===== src/rtl/fdcs_pkg.sv =====
package fdcs_pkg;

    typedef enum logic [1:0] {
        FMODE_AT  = 2'b00,
        FMODE_PS2 = 2'b01,
        FMODE_M30 = 2'b10,
        FMODE_RSV = 2'b11
    } fmode_e;

    localparam int SEL_W = 2;
    localparam int MTR_W = 2;

    // controller-side signals, synchronous to clk
    typedef struct packed {
        logic             dir;
        logic             head;
        logic             step;
        logic             wgate;
        logic             wdata;
        logic             irq;
        logic             dma;
        logic [MTR_W-1:0] mtr;
        logic [SEL_W-1:0] sel;
    } ctl_t;

    // asynchronous drive pins, asserted-high logical sense
    typedef struct packed {
        logic wp;
        logic index;
        logic trk0;
        logic rdata;
    } drv_t;

    localparam int DRV_W = $bits(drv_t);

    // edge-held state; bit 0 is step
    typedef struct packed {
        logic wd_tog;
        logic rd_tog;
        logic wdata;
        logic rdata;
        logic wgate;
        logic step;
    } lat_t;

    localparam int NEV = $bits(lat_t);
    localparam int EV_STEP   = 0;
    localparam int EV_WGATE  = 1;
    localparam int EV_RDATA  = 2;
    localparam int EV_WDATA  = 3;
    localparam int EV_RD_TOG = 4;
    localparam int EV_WD_TOG = 5;
    localparam logic [NEV-1:0] TOG_MASK = 6'b110000;

    function automatic logic [7:0] fmt_a_ps2(ctl_t c, drv_t d);
        return {c.irq, 1'b1, c.step, ~d.trk0, c.head, ~d.index, ~d.wp, c.dir};
    endfunction

    function automatic logic [7:0] fmt_a_m30(ctl_t c, drv_t d, lat_t l);
        return {c.irq, c.dma, l.step, d.trk0, ~c.head, d.index, d.wp, ~c.dir};
    endfunction

    function automatic logic [7:0] fmt_b_ps2(ctl_t c, lat_t l);
        return {2'b11, c.sel[0], l.wd_tog, l.rd_tog, c.wgate, c.mtr[1], c.mtr[0]};
    endfunction

    function automatic logic [7:0] fmt_b_m30(ctl_t c, lat_t l);
        return {1'b1, (c.sel != SEL_W'(1)), (c.sel != SEL_W'(0)),
                l.wdata, l.rdata, l.wgate, 2'b11};
    endfunction

endpackage


===== src/rtl/fdcs_sync.sv =====
module fdcs_sync #(
    parameter int W      = 4,
    parameter int STAGES = 2
) (
    input  logic         clk,
    input  logic         rst,
    input  logic [W-1:0] d,
    output logic [W-1:0] q
);
    logic [W-1:0] stg [STAGES];

    always_ff @(posedge clk) begin
        if (rst) begin
            for (int i = 0; i < STAGES; i++) stg[i] <= '0;
        end else begin
            stg[0] <= d;
            for (int i = 1; i < STAGES; i++) stg[i] <= stg[i-1];
        end
    end

    assign q = stg[STAGES-1];
endmodule


===== src/rtl/fdcs_event_cell.sv =====
module fdcs_event_cell #(
    parameter bit IS_TOGGLE = 1'b0
) (
    input  logic clk,
    input  logic rst,
    input  logic soft_clr,
    input  logic rd_clr,
    input  logic evt,
    output logic q
);
    logic q_r;

    generate
        if (IS_TOGGLE) begin : g_tog
            always_ff @(posedge clk) begin
                if (rst || soft_clr) q_r <= 1'b0;
                else if (evt)        q_r <= ~q_r;
            end


            toggle_flip_chk: assert property (@(posedge clk) disable iff (rst)
                (evt && !soft_clr) |=> (q_r != $past(q_r)));


            toggle_hold_chk: assert property (@(posedge clk) disable iff (rst)
                (!evt && !soft_clr) |=> $stable(q_r));
        end else begin : g_lat
            always_ff @(posedge clk) begin
                if (rst || soft_clr) q_r <= 1'b0;
                else if (evt)        q_r <= 1'b1;
                else if (rd_clr)     q_r <= 1'b0;
            end


            set_wins_chk: assert property (@(posedge clk) disable iff (rst)
                (evt && !soft_clr) |=> q_r);


            rd_clear_chk: assert property (@(posedge clk) disable iff (rst)
                (rd_clr && !evt && !soft_clr) |=> !q_r);
        end
    endgenerate


    soft_clr_chk: assert property (@(posedge clk) disable iff (rst)
        soft_clr |=> !q_r);

    assign q = q_r;
endmodule


===== src/rtl/fdcs_fmt.sv =====
module fdcs_fmt
    import fdcs_pkg::*;
(
    input  fmode_e      mode,
    input  ctl_t        ctl,
    input  drv_t        drv,
    input  lat_t        lat,
    output logic [7:0]  reg_a,
    output logic [7:0]  reg_b,
    output logic        oe
);
    always_comb begin
        reg_a = 8'h00;
        reg_b = 8'h00;
        oe    = 1'b0;
        unique case (mode)
            FMODE_PS2: begin
                reg_a = fmt_a_ps2(ctl, drv);
                reg_b = fmt_b_ps2(ctl, lat);
                oe    = 1'b1;
            end
            FMODE_M30: begin
                reg_a = fmt_a_m30(ctl, drv, lat);
                reg_b = fmt_b_m30(ctl, lat);
                oe    = 1'b1;
            end
            default: begin
                reg_a = 8'h00;
                reg_b = 8'h00;
                oe    = 1'b0;
            end
        endcase
    end
endmodule


===== src/rtl/fdc_drive_status.sv =====
module fdc_drive_status
    import fdcs_pkg::*;
#(
    parameter int SYNC_STAGES = 2
) (
    input  logic       clk,
    input  logic       rst,
    input  logic       soft_rst,
    input  logic [1:0] mode_sel,
    input  logic       dir_rd,
    input  logic       ctl_dir,
    input  logic       ctl_head,
    input  logic       ctl_step,
    input  logic       ctl_wgate,
    input  logic       ctl_wdata,
    input  logic       irq_pend,
    input  logic       dma_pend,
    input  logic [1:0] motor_en,
    input  logic [1:0] drv_sel,
    input  logic       pin_wprot,
    input  logic       pin_index,
    input  logic       pin_trk0,
    input  logic       pin_rdata,
    output logic [7:0] stat_a,
    output logic [7:0] stat_b,
    output logic       stat_oe
);
    ctl_t ctl_i, ctl_q;
    drv_t drv_raw, drv_s;
    logic [DRV_W-1:0] drv_s_bits;
    logic rd_prev;
    logic [NEV-1:0] evt, lat_bits;
    lat_t lat;

    assign ctl_i.dir   = ctl_dir;
    assign ctl_i.head  = ctl_head;
    assign ctl_i.step  = ctl_step;
    assign ctl_i.wgate = ctl_wgate;
    assign ctl_i.wdata = ctl_wdata;
    assign ctl_i.irq   = irq_pend;
    assign ctl_i.dma   = dma_pend;
    assign ctl_i.mtr   = motor_en;
    assign ctl_i.sel   = drv_sel;

    assign drv_raw.wp    = pin_wprot;
    assign drv_raw.index = pin_index;
    assign drv_raw.trk0  = pin_trk0;
    assign drv_raw.rdata = pin_rdata;

    // controller copy: cleared only by the hardware reset
    always_ff @(posedge clk) begin
        if (rst) ctl_q <= '0;
        else     ctl_q <= ctl_i;
    end

    fdcs_sync #(.W(DRV_W), .STAGES(SYNC_STAGES)) u_sync (
        .clk (clk),
        .rst (rst),
        .d   (drv_raw),
        .q   (drv_s_bits)
    );
    assign drv_s = drv_t'(drv_s_bits);

    always_ff @(posedge clk) begin
        if (rst) rd_prev <= 1'b0;
        else     rd_prev <= drv_s.rdata;
    end

    // one-clock edge pulses
    assign evt[EV_STEP]   = ctl_i.step  & ~ctl_q.step;
    assign evt[EV_WGATE]  = ctl_i.wgate & ~ctl_q.wgate;
    assign evt[EV_RDATA]  = rd_prev     & ~drv_s.rdata;
    assign evt[EV_WDATA]  = ctl_q.wdata & ~ctl_i.wdata;
    assign evt[EV_RD_TOG] = evt[EV_RDATA];
    assign evt[EV_WD_TOG] = evt[EV_WDATA];

    genvar g;
    generate
        for (g = 0; g < NEV; g++) begin : g_cell
            fdcs_event_cell #(.IS_TOGGLE(TOG_MASK[g])) u_cell (
                .clk      (clk),
                .rst      (rst),
                .soft_clr (soft_rst),
                .rd_clr   (dir_rd & ~TOG_MASK[g]),
                .evt      (evt[g]),
                .q        (lat_bits[g])
            );
        end
    endgenerate
    assign lat = lat_t'(lat_bits);

    fdcs_fmt u_fmt (
        .mode  (fmode_e'(mode_sel)),
        .ctl   (ctl_q),
        .drv   (drv_s),
        .lat   (lat),
        .reg_a (stat_a),
        .reg_b (stat_b),
        .oe    (stat_oe)
    );


    at_quiet_chk: assert property (@(posedge clk) disable iff (rst)
        (mode_sel == 2'b00 || mode_sel == 2'b11) |->
            (!stat_oe && stat_a == 8'h00 && stat_b == 8'h00));


    soft_keeps_motor_chk: assert property (@(posedge clk) disable iff (rst)
        soft_rst |=> (ctl_q.mtr == $past(motor_en) && ctl_q.sel == $past(drv_sel)));
endmodule


===== config.mk =====
export PLATFORM = sky130hd
export DESIGN_NAME = fdc_drive_status
export DESIGN_NICKNAME = d
export VERILOG_FILES = /design/src/rtl/fdcs_pkg.sv /design/src/rtl/fdcs_sync.sv /design/src/rtl/fdcs_event_cell.sv /design/src/rtl/fdcs_fmt.sv /design/src/rtl/fdc_drive_status.sv
export SDC_FILE = /design/constraint.sdc
export NUM_CORES = 1
export LEC_CHECK = 0
export BUFFER_PORTS_ARGS = -buffer_cell sky130_fd_sc_hd__buf_2
export CELL_PAD_IN_SITES_DETAIL_PLACEMENT = 1
export CELL_PAD_IN_SITES_GLOBAL_PLACEMENT = 1
export CORE_ASPECT_RATIO = 0.5
export CORE_MARGIN = 2
export CORE_UTILIZATION = 37
export DETAILED_ROUTE_END_ITERATION = 10
export GPL_TIMING_DRIVEN = 0
export PLACE_DENSITY_LB_ADDON = 0.1
export SLEW_MARGIN = 10
export SYNTH_ARGS = -nofsm -noshare
export SYNTH_HDL_FRONTEND = slang
export SYNTH_HIERARCHICAL = 1
export SYNTH_SLANG_ARGS = --single-unit

===== constraint.sdc =====
create_clock -name clk -period 1.05 [get_ports clk]
set_input_delay 0.1575 -clock clk [delete_from_list [all_inputs] [get_ports clk]]
set_output_delay 0.1575 -clock clk [all_outputs]
set_load 0.05 [all_outputs]

==> results.txt, run 1 <==
The run gives 0 as the count of unresolved DRC violations after routing. The tree is rooted in a sky130_fd_sc_hd__clkbuf_8. The run gives 17 as the number of failing setup endpoints in the final timing report. Cells with a size suffix above 1 make up 75.0% of the layout. Max-cap violations in this run came to 0.

In this run the critical register-to-register path is launched from u_sync/stg[0][4]. The tools report the total number of yosys warnings as 6. The area of the placeable core was 0.00298 sq mm; the final worst-path cycle share was 123%. TritonCTS built the clock tree.

The data arrival at the endpoint of the critical path came out at 1.13 ns. The run gives 0 as the number of antenna repair diodes. Dividing the detail-routed via count by the number of cells gives 4.63. When the netlist entered floorplanning its net count stood at 131.

The share of the core filled with cells is 63.7%. The average instance area after synthesis was 10.7 sq um; the post-synth design cell area was 0.00114 sq mm. At the worst endpoint, the required time is 0.89 ns. For this run, the detailed router's first-pass iteration total came to 3. In this design, the largest share of critical-path delay is due to compound AO/OA/AOI/OAI gates. Setup total negative slack on the finished layout was measured at -2.72 ns. After global routing the overflow that remains totals 0. The die covers 0.00357 sq mm.

The most common cell after layout, fill and taps aside was sky130_fd_sc_hd__buf_2. The tools report the register-to-register path setup slack as 0.13 ns. Entering global routing, the biggest net connects 18 pins. STA classifies the critical path endpoint as an output port. The chip height is 43.3 microns. Setup repair after global routing could not meet its margin everywhere. Startpoint type of the worst setup path: a flip-flop.

The clock latency on the worst-skew pair was 0.27 ns; the length in cells of the worst reg-to-reg path was 4. In the layout the commonest cells are 19 x sky130_fd_sc_hd__buf_2, 15 x sky130_fd_sc_hd__dfxtp_1, 12 x sky130_fd_sc_hd__nor2b_1. The checks that failed: negative setup slack. The final hold violation count was 0; the number of cells in the design after placement was 184. For the final number of max-transition violations, the log shows 0. After routing the design area is 0.00190 sq mm. The run finished, with violations left. The worst path buffer plus inverter count came out at 1. The effective utilization at floorplan was 38.3%; the final period demand of the worst path was 1.29 ns. Headroom to the max-slew limit came out at 78.7%. The total power per unit cell area is 1250 mW/mm^2, and the number of rows in the core area is 14. The first global-routing pass estimated 4360 microns of wire. Count of nets left with antenna violations after detail routing: 0. The worst flop-to-flop path endpoint is g_cell[4].u_cell/q.

The post-detailed-routing wire length is 3180 microns. The global router's overall resource usage was 17.6%; the post-route non-filler standard cell count was 192. The clock drives 26 sinks.

After detailed placement, the total cell area comes to 0.00147 sq mm. Transition time of the tightest slew-check pin: 0.320 ns. The signal on the critical path passes through o21ai_0, a21oi_2, buf_6.

Counting the buffers created by CTS gives 3. The run gives 2 as the number of buffers on the longest clock path. The tightest min-delay check is of the input port to flip-flop type.

Input and output buffers added on the ports amount to 37. VDD sags by at most 950 uV. The count of boundary I/O pins is 38.

Summing over every cut layer, the via total after detailed routing is 889. In this run the most critical hold path is launched from pin_trk0. Compared with the post-synthesis result, the final layout area differs by 66.1%.

Timing would allow up to 775 MHz. Final HPWL from detailed placement: 1740 microns. Counting every instance in the synthesized netlist gives 107.

The placer's final routability congestion estimate was 0.701; the static leakage was 0.766 nW. The final setup skew is 0.000273 ns, and the stage delay of the slowest cell on the critical path is 0.34 ns. The run gives 848 as the number of global-route vias before repair. The clock slew seen by the registers of the worst setup and hold paths works out to 0.09 ns.

Post-layout worst setup margin: -0.241 ns. The tools report the count of hold buffers inserted by post-cts repair as 0. The number of DRC markers in iteration 0 is 19.

In the final routed layout, each cell accounts on average for 16.6 microns. The die is 82.5 microns wide. The net count of the finished layout is 177.

The maximum net fanout on the critical path was 3. The run gives 0 as the number of antenna violations at the first check in global routing. Counting instances, the worst hold path has a depth of 2.

The critical path in this run is classified as flip-flop to output port. Highest-delay cell along the critical path: sky130_fd_sc_hd__dfxtp_2. For the H-tree depth, the log shows 1. The tools report the terminating pin of the worst hold path as u_sync/stg[0][1].
state kept, by name, indices dropped and copies added (netlist names):
signal,cells
rd_prev,1
u_sync/stg,8
g_cell.u_cell/q,6
ctl_q,11
what timing repair did:
item	CTS	global route
resized for setup	73	21
pin swaps	7	7
endpoints found under the setup margin	17	17
gates cloned	1	0
buffers inserted	5	1
layout make-up:
cell class / count / area, sq um
Timing Repair Buffer: 44 / 425
Multi-Input combinational cell: 69 / 709
Fill cell: 303 / 1080
Clock buffer: 4 / 55.1
Buffer: 6 / 88.8
Inverter: 3 / 32.5
Sequential cell: 26 / 534
Tap cell: 40 / 50.0
power breakdown:
group          leakage, nW  switching, mW  total, mW  internal [mW]
clock network       0.0288          0.301      0.636          0.335
registers            0.219         0.0234       1.06           1.03
logic                0.518          0.354      0.680          0.326
worst reg2reg max path: stages, from the launching register on:
cell                      delay [ns]
sky130_fd_sc_hd__dfxtp_1        0.31
sky130_fd_sc_hd__buf_4          0.12
sky130_fd_sc_hd__nor2b_1        0.17
sky130_fd_sc_hd__xnor2_1        0.16
sky130_fd_sc_hd__nor3_2         0.05
routing by layer:
metal / up-vias / GRT usage, % / part of all wire, %
met2: 26 / 29.8 / 52
met4: 0 / 4.92 / 2.5
met1: 427 / 21.1 / 41
met3: 8 / 6.17 / 4.8
li1: 428 / - / -
met5: - / 0 / 0
worst max path at each step:
stage,start,endpoint,slack [ns],cells past startpoint
3_5_place_dp,mode_sel[0],stat_b[5],-0.36,6
3_3_place_gp,mode_sel[0],stat_b[7],-0.35,7
4_1_cts,ctl_q[0],stat_b[6],-0.23,3
2_1_floorplan,mode_sel[0],stat_b[7],-0.21,5
5_1_grt,ctl_q[0],stat_b[5],-0.28,3
6_report,ctl_q[0],stat_b[5],-0.24,3
per-stage QoR:
stage	setup WS (ns)	hold WS (ns)	power, mW
after floorplan	-0.209	0.227	1.41
after global placement	-0.348	0.365	1.53
after detailed placement	-0.364	0.373	1.54
after CTS	-0.234	0.0874	2.35
after global routing	-0.276	0.0952	2.48
final	-0.241	0.0972	2.37
Note: power is estimated with default switching activity, not from simulation.
==> run 2: changes to the inputs <==
--- a/config.mk
+++ b/config.mk
@@ -9,11 +9,11 @@
 export CELL_PAD_IN_SITES_DETAIL_PLACEMENT = 1
 export CELL_PAD_IN_SITES_GLOBAL_PLACEMENT = 1
 export CORE_ASPECT_RATIO = 0.5
-export CORE_MARGIN = 2
 export CORE_UTILIZATION = 37
 export DETAILED_ROUTE_END_ITERATION = 10
 export GPL_TIMING_DRIVEN = 0
 export PLACE_DENSITY_LB_ADDON = 0.1
+export REMOVE_ABC_BUFFERS = 1
 export SLEW_MARGIN = 10
 export SYNTH_ARGS = -nofsm -noshare
 export SYNTH_HDL_FRONTEND = slang
==> results.txt, run 2 (synthesized netlist as in run 1, its figures left out) <==
The tools report the number of global-route vias before repair as 773. The global router's overall resource usage was 17.7%. The average routed wire per standard cell is 16.8 microns, and the final setup TNS is -2.33 ns.

For the worst voltage drop across the vdd grid, the log shows 718 uV. For the post-layout worst setup margin, the log shows -0.282 ns. The total area of sequential cells is 541 sq um. The clock slew seen by the registers of the worst setup and hold paths came out at 0.09 ns.

The transition time of the tightest slew-check pin is 0.633 ns. After floorplanning, the core was divided into 13 placement rows. Once the floorplan was initialized, standard cells occupied 41.5% of the core.

The final number of max-transition violations was 0; the count of maximum capacitance violations was 0. After clock tree synthesis, the flow added hold-fix buffers numbering 0. For this run, the detailed router's first-pass iteration total came to 2. Setup violations remaining at the end of the flow were counted as 17.

From left edge to right edge, the die measures 80.5 microns. Kind of path behind the tightest hold check: input port to flip-flop. The number of nets in the final layout is 174, and the final worst-path cycle share is 127%. The run gives 751 MHz as the fmax. The final reports fail on negative setup slack. Number of flip-flops in the largest register: 11. After floorplanning, the core was sized to cover 0.00275 sq mm. Highest-delay cell along the critical path: sky130_fd_sc_hd__dfxtp_2. The maximum net fanout on the critical path is 3, and the pin count of the biggest net entering global routing is 27. The worst setup path is captured at an output port. The die covers 0.00332 sq mm.

The total power per unit cell area works out to 1390 mW/mm^2. TritonCTS built the clock tree. In the layout the commonest cells are 18 x sky130_fd_sc_hd__buf_2, 16 x sky130_fd_sc_hd__dfxtp_2, 12 x sky130_fd_sc_hd__nor2b_1. The number of antenna repair diodes is 0. The number of inserted filler cells in the final layout is 279. The logs give 0.739 nW for the static leakage and 0 for the final hold violation count.

The kind of cell with the highest combined delay on the critical path is flip-flops. The run finished, with violations left. Setup repair after global routing could not meet its margin everywhere.

Leaving out fill and tap cells, the most frequent cell in the layout is sky130_fd_sc_hd__buf_2. In this run the count of I/O pins placed on the die edge is 38. The number of buffers added by the clock tree synthesis step came out at 3.

The final route contains 870 vias. Summed over all layers, the routed wires come to 3130 microns. The final period demand of the worst path was 1.33 ns. The tools report the startpoint type of the worst setup path as a flip-flop. Clock tree synthesis selected as its root buffer the cell sky130_fd_sc_hd__clkbuf_8. Measured against its own limit, the worst slew margin works out to 57.8%. The count of buffers inserted at the top-level ports was 37. Placer's final routability congestion estimate: 0.691.

The area added between synthesis and finish is 57.3%, and the combined area of the multi-input logic cells is 662 sq um. The run gives 0.27 ns as the clock latency on the worst-skew pair. Category of the critical setup timing path: flip-flop to output port. H-tree depth: 1. In this run, the number of DRC markers left after iteration 0 of detailed routing was 28.

The first global-routing pass estimated 3930 microns of wire. Traced cell by cell, the critical path runs through nor3b_1, nor3_1, buf_4. The finished layout holds 186 standard cells, fillers aside.

The clock drives 26 sinks. Of the cells placed in the final design, the portion with a size suffix greater than 1 is 73.8%. The worst path buffer plus inverter count is 1.

Summed over all layers, the global routing overflow is 0. The register containing the most flip-flops in the final layout is ctl_q. After detailed routing, the number of vias per cell comes to 4.68. In this run the deepest clock path goes through 2 buffers. The required time reported for the critical path endpoint is 0.89 ns, and the chip height is 41.3 microns. Between clock sinks in the finished design, the worst skew comes to 0.00138 ns. The data arrival at the endpoint of the critical path is 1.17 ns, and the final HPWL from detailed placement is 1580 microns.

The number of cells in the design after placement is 172, and the count of nets left with antenna violations after detail routing is 0. The count of unresolved DRC violations after routing was 0; the stage delay of the slowest cell on the critical path was 0.36 ns. The tools report the number of antenna violations at the first check in global routing as 0.
==> run 2: layout make-up <==
cell class / instances / area share [%]
clock inverters: 1 / 1.67
well taps: 37 / 2.58
repair buffers: 47 / 25.3
clock buffers: 3 / 2.30
inverters: 3 / 1.18
multi-input cells: 69 / 36.9
flip-flops and latches: 26 / 30.1
==> run 2: repair_timing <==
action	CTS	global route
gates resized for setup	71	32
endpoints found under the setup margin	17	17
pin swaps	9	7
setup buffers	7	3
==> run 2: final timing paths <==
kind                         start  cells past startpoint            endpoint  slack (ns)
setup / recovery          ctl_q[0]                      3           stat_b[6]       -0.28
hold / removal            pin_trk0                      2    u_sync/stg[0][1]        0.08
setup reg to reg           rd_prev                      3  g_cell[4].u_cell/q        0.17
hold reg to reg   u_sync/stg[0][3]                      1    u_sync/stg[0][7]        0.44
==> run 2: power breakdown <==
| part | internal [mW] | switching, mW | leakage [nW] | total [mW] |
|---|---|---|---|---|
| Combinational | 0.283 | 0.327 | 0.483 | 0.610 |
| Clock | 0.511 | 0.325 | 0.0357 | 0.836 |
| Sequential | 1.03 | 0.0227 | 0.221 | 1.06 |
==> run 2: metrics by stage <==
stage                     worst slack, ns  hold slack [ns]  total power [mW]  util [%]  area (sq um)
after global routing               -0.352           0.0824              2.60      65.3          1800
final                              -0.282           0.0840              2.50      65.3          1800
after detailed placement           -0.608            0.372              1.45      47.3          1300
after CTS                          -0.224           0.0813              2.43      60.2          1660
after global placement             -0.609            0.368              1.44      47.3          1300
after floorplan                    -0.933            0.222              1.32         -          1070
==> run 2: layer usage <==
metal  track usage [%]  wire length (microns)
met4              5.36                     97
met3              6.22                    156
met2              32.8                   1570
met5                 0                      0
met1              20.2                   1310
==> run 3: changes to the inputs <==
--- a/config.mk
+++ b/config.mk
@@ -6,10 +6,10 @@
 export NUM_CORES = 1
 export LEC_CHECK = 0
 export BUFFER_PORTS_ARGS = -buffer_cell sky130_fd_sc_hd__buf_2
-export CELL_PAD_IN_SITES_DETAIL_PLACEMENT = 1
-export CELL_PAD_IN_SITES_GLOBAL_PLACEMENT = 1
+export CELL_PAD_IN_SITES_DETAIL_PLACEMENT = 0
+export CELL_PAD_IN_SITES_GLOBAL_PLACEMENT = 2
 export CORE_ASPECT_RATIO = 0.5
-export CORE_UTILIZATION = 37
+export CORE_UTILIZATION = 29
 export DETAILED_ROUTE_END_ITERATION = 10
 export GPL_TIMING_DRIVEN = 0
 export PLACE_DENSITY_LB_ADDON = 0.1
==> results.txt, run 3 (synthesized netlist as in run 1, its figures left out) <==
The pin count of the biggest net entering global routing came out at 27. Counting cells, the worst reg-to-reg path comes to 3. 38 I/O pins were placed. The first global-routing pass estimated 3380 microns of wire. The critical path is of the flip-flop to output port type. The logs give 2 for the number of search-and-repair iterations in the first detailed-routing pass and 953 microns for the met2 layer wire length in the routed design.

The detailed router placed 815 vias in this run. The worst voltage drop across the vdd grid came out at 568 uV. Measured on the finished design, the core utilization comes to 48.4%. CTS saw 26 sinks. The post-layout worst setup margin is -0.173 ns, and the chip height is 46.4 microns. The tightest min-delay check is of the input port to flip-flop type.

Part of the total power dissipated in combinational logic: 22.3%. The number of antenna repair diodes came out at 0. TritonCTS built the clock tree. In the routed layout, each cell is associated on average with a via count of 4.10. The startpoint of the worst-slack reg-to-reg timing path is ctl_q[6]. The total power per unit cell area was 1380 mW/mm^2; the global router's overall resource usage was 11.1%.

The final setup skew was 0.000916 ns. Setup repair after global routing could not meet its margin everywhere. With fillers left out, the area of the finished cells amounts to 0.00174 sq mm. The tree is rooted in a sky130_fd_sc_hd__clkbuf_8. The number of flip-flops in the largest register came out at 11.

In the finished design, the share of the clock period the worst path needs comes to 116%. The overall die width came out at 90.7 microns. The worst pin sits at a relative slew slack of 59.0%. Relative to the synthesized area, the layout overhead comes to 52.7%.

The logs give 0 for the final hold violation count and 0.00420 sq mm for the overall die area. The worst setup path is launched from a flip-flop. In this run the remaining antenna-violating nets after routing total 0. The final HPWL from detailed placement was 1410 microns; the register-to-register path setup slack was 0.19 ns. After global routing the overflow that remains totals 0.

Subtracting the final worst setup slack from the clock period gives 1.22 ns. The worst hold path begins at pin_index. Data on the critical path is required at its endpoint by 0.89 ns. The number of cells in the design after placement was 186; the total internal power was 1.79 mW.

Per report_power, the sequential group accounts for 43.8% of the total. Hold is met by 0.0896 ns. The share of total power in the clock network is 33.9%, and the number of DRC markers in iteration 0 is 10. The switching part of the total power is 25.5%, and the effective utilization at floorplan is 31.7%. Number of nets in the final layout: 173. The maximum net fanout on the critical path came out at 1. After clock tree synthesis, the flow added hold-fix buffers numbering 0. Register containing the most flip-flops in the final layout: ctl_q. The routed design uses 129 microns of met3 wire.

The static leakage came out at 0.721 nW. The H-tree depth came out at 1. The run gives 679 as the number of global-route vias before repair. The number of buffers added by the clock tree synthesis step is 3. The final number of max-transition violations is 0.

The worst flop-to-flop path endpoint was g_cell[5].u_cell/q. Of the cells placed in the final design, the portion with a size suffix greater than 1 is 70.9%. Final setup TNS: -1.80 ns. The most common cell after layout, fill and taps aside is sky130_fd_sc_hd__buf_2. The tool flagged a number of max-cap violations equal to 0. For hold timing, the worst endpoint is u_sync/stg[0][2]. Once layout is complete, the cells apart from fillers number 199. The average routed wire per standard cell is 11.2 microns, and the number of failing setup endpoints in the final timing report is 15. Summing internal, switching and leakage power gives 2.40 mW. The clock slew seen by the registers of the worst setup and hold paths was 0.09 ns. The tools report the number of antenna violations at the first check in global routing as 0.

For this run, design rule violations remaining after detail routing come to 0. The data arrival at the endpoint of the critical path was 1.07 ns. The switching power was 0.612 mW; the number of rows in the core area was 15. After detailed routing, the wire length on met1 is 1150 microns.

For this block, the routed nets add up to 2230 microns of wire. The count of buffers inserted at the top-level ports is 37. Routability-driven placement finished with a final weighted congestion of 0.605. The logs give 0.00132 sq mm for the post-detailed-placement cell area and 2 for the number of buffers on the longest clock path. At the placement stage, the worst setup path has a slack of -0.582 ns.

The core region is 0.00360 sq mm. Transition time of the tightest slew-check pin: 0.615 ns. In the layout the commonest cells are 18 x sky130_fd_sc_hd__buf_2, 16 x sky130_fd_sc_hd__dfxtp_2, 13 x sky130_fd_sc_hd__buf_6. STA classifies the critical path endpoint as an output port. For the worst-skew pair, the clock arrives at the later sink with an insertion delay of 0.27 ns.

Derived from the worst setup path, the maximum achievable clock frequency is 818 MHz. The flow ran to the end, but the final reports show violations. The final reports fail on negative setup slack. The top routing layer in use was met3. The number of instances on the worst hold path is 2.
run 3: changes by cell type in the layout (fill, tap and decap cells not counted), sizes merged:
cell,previous run,this run
buf,47,46
run 3: layout make-up:
type / instances / area [sq um]
clock buffer: 3 / 41.3
clock inverter: 1 / 30.0
fill: 336 / 1860
inverter: 3 / 18.8
multi-input combinational: 69 / 634
sequential: 26 / 541
tap: 51 / 63.8
timing repair buffer: 46 / 414
run 3: worst max-delay path: stages, from the launching register on:
cell and delay [ns]:
sky130_fd_sc_hd__dfxtp_2 0.34, sky130_fd_sc_hd__mux2_4 0.30, sky130_fd_sc_hd__buf_8 0.15
run 3: worst max-delay path by stage:
stage,depth (start not counted),to,startpoint
2_1_floorplan,4,stat_a[7],mode_sel[1]
3_3_place_gp,6,stat_a[7],mode_sel[1]
3_5_place_dp,6,stat_a[7],mode_sel[1]
4_1_cts,3,stat_b[6],ctl_q[0]
5_1_grt,3,stat_b[6],ctl_q[0]
6_report,2,stat_a[4],u_sync/stg[0][5]
run 3: metal layers:
layer / up-vias / GRT usage [%]
li1: 420 / -
met1: 370 / 15.1
met2: 25 / 17.3
met3: 0 / 4.29
met4: 0 / 0.968
met5: - / 0
run 3: power by group through the flow:
stage / logic [mW] / registers (mW) / clock network, mW
CTS: 0.505 / 1.05 / 0.843
detailed placement: 0.384 / 1.07 / 0
floorplan: 0.261 / 1.06 / 0
finish: 0.534 / 1.05 / 0.814
global placement: 0.383 / 1.07 / 0
global route: 0.566 / 1.06 / 0.884
run 3: repair_timing:
item                                    in CTS  in global routing
pin swaps                                    5                 10
endpoints found under the setup margin      17                 17
setup buffers                                6                  3
resized for setup                           71                 20
gates cloned                                 0                  0
hold endpoints to repair                     0                  0
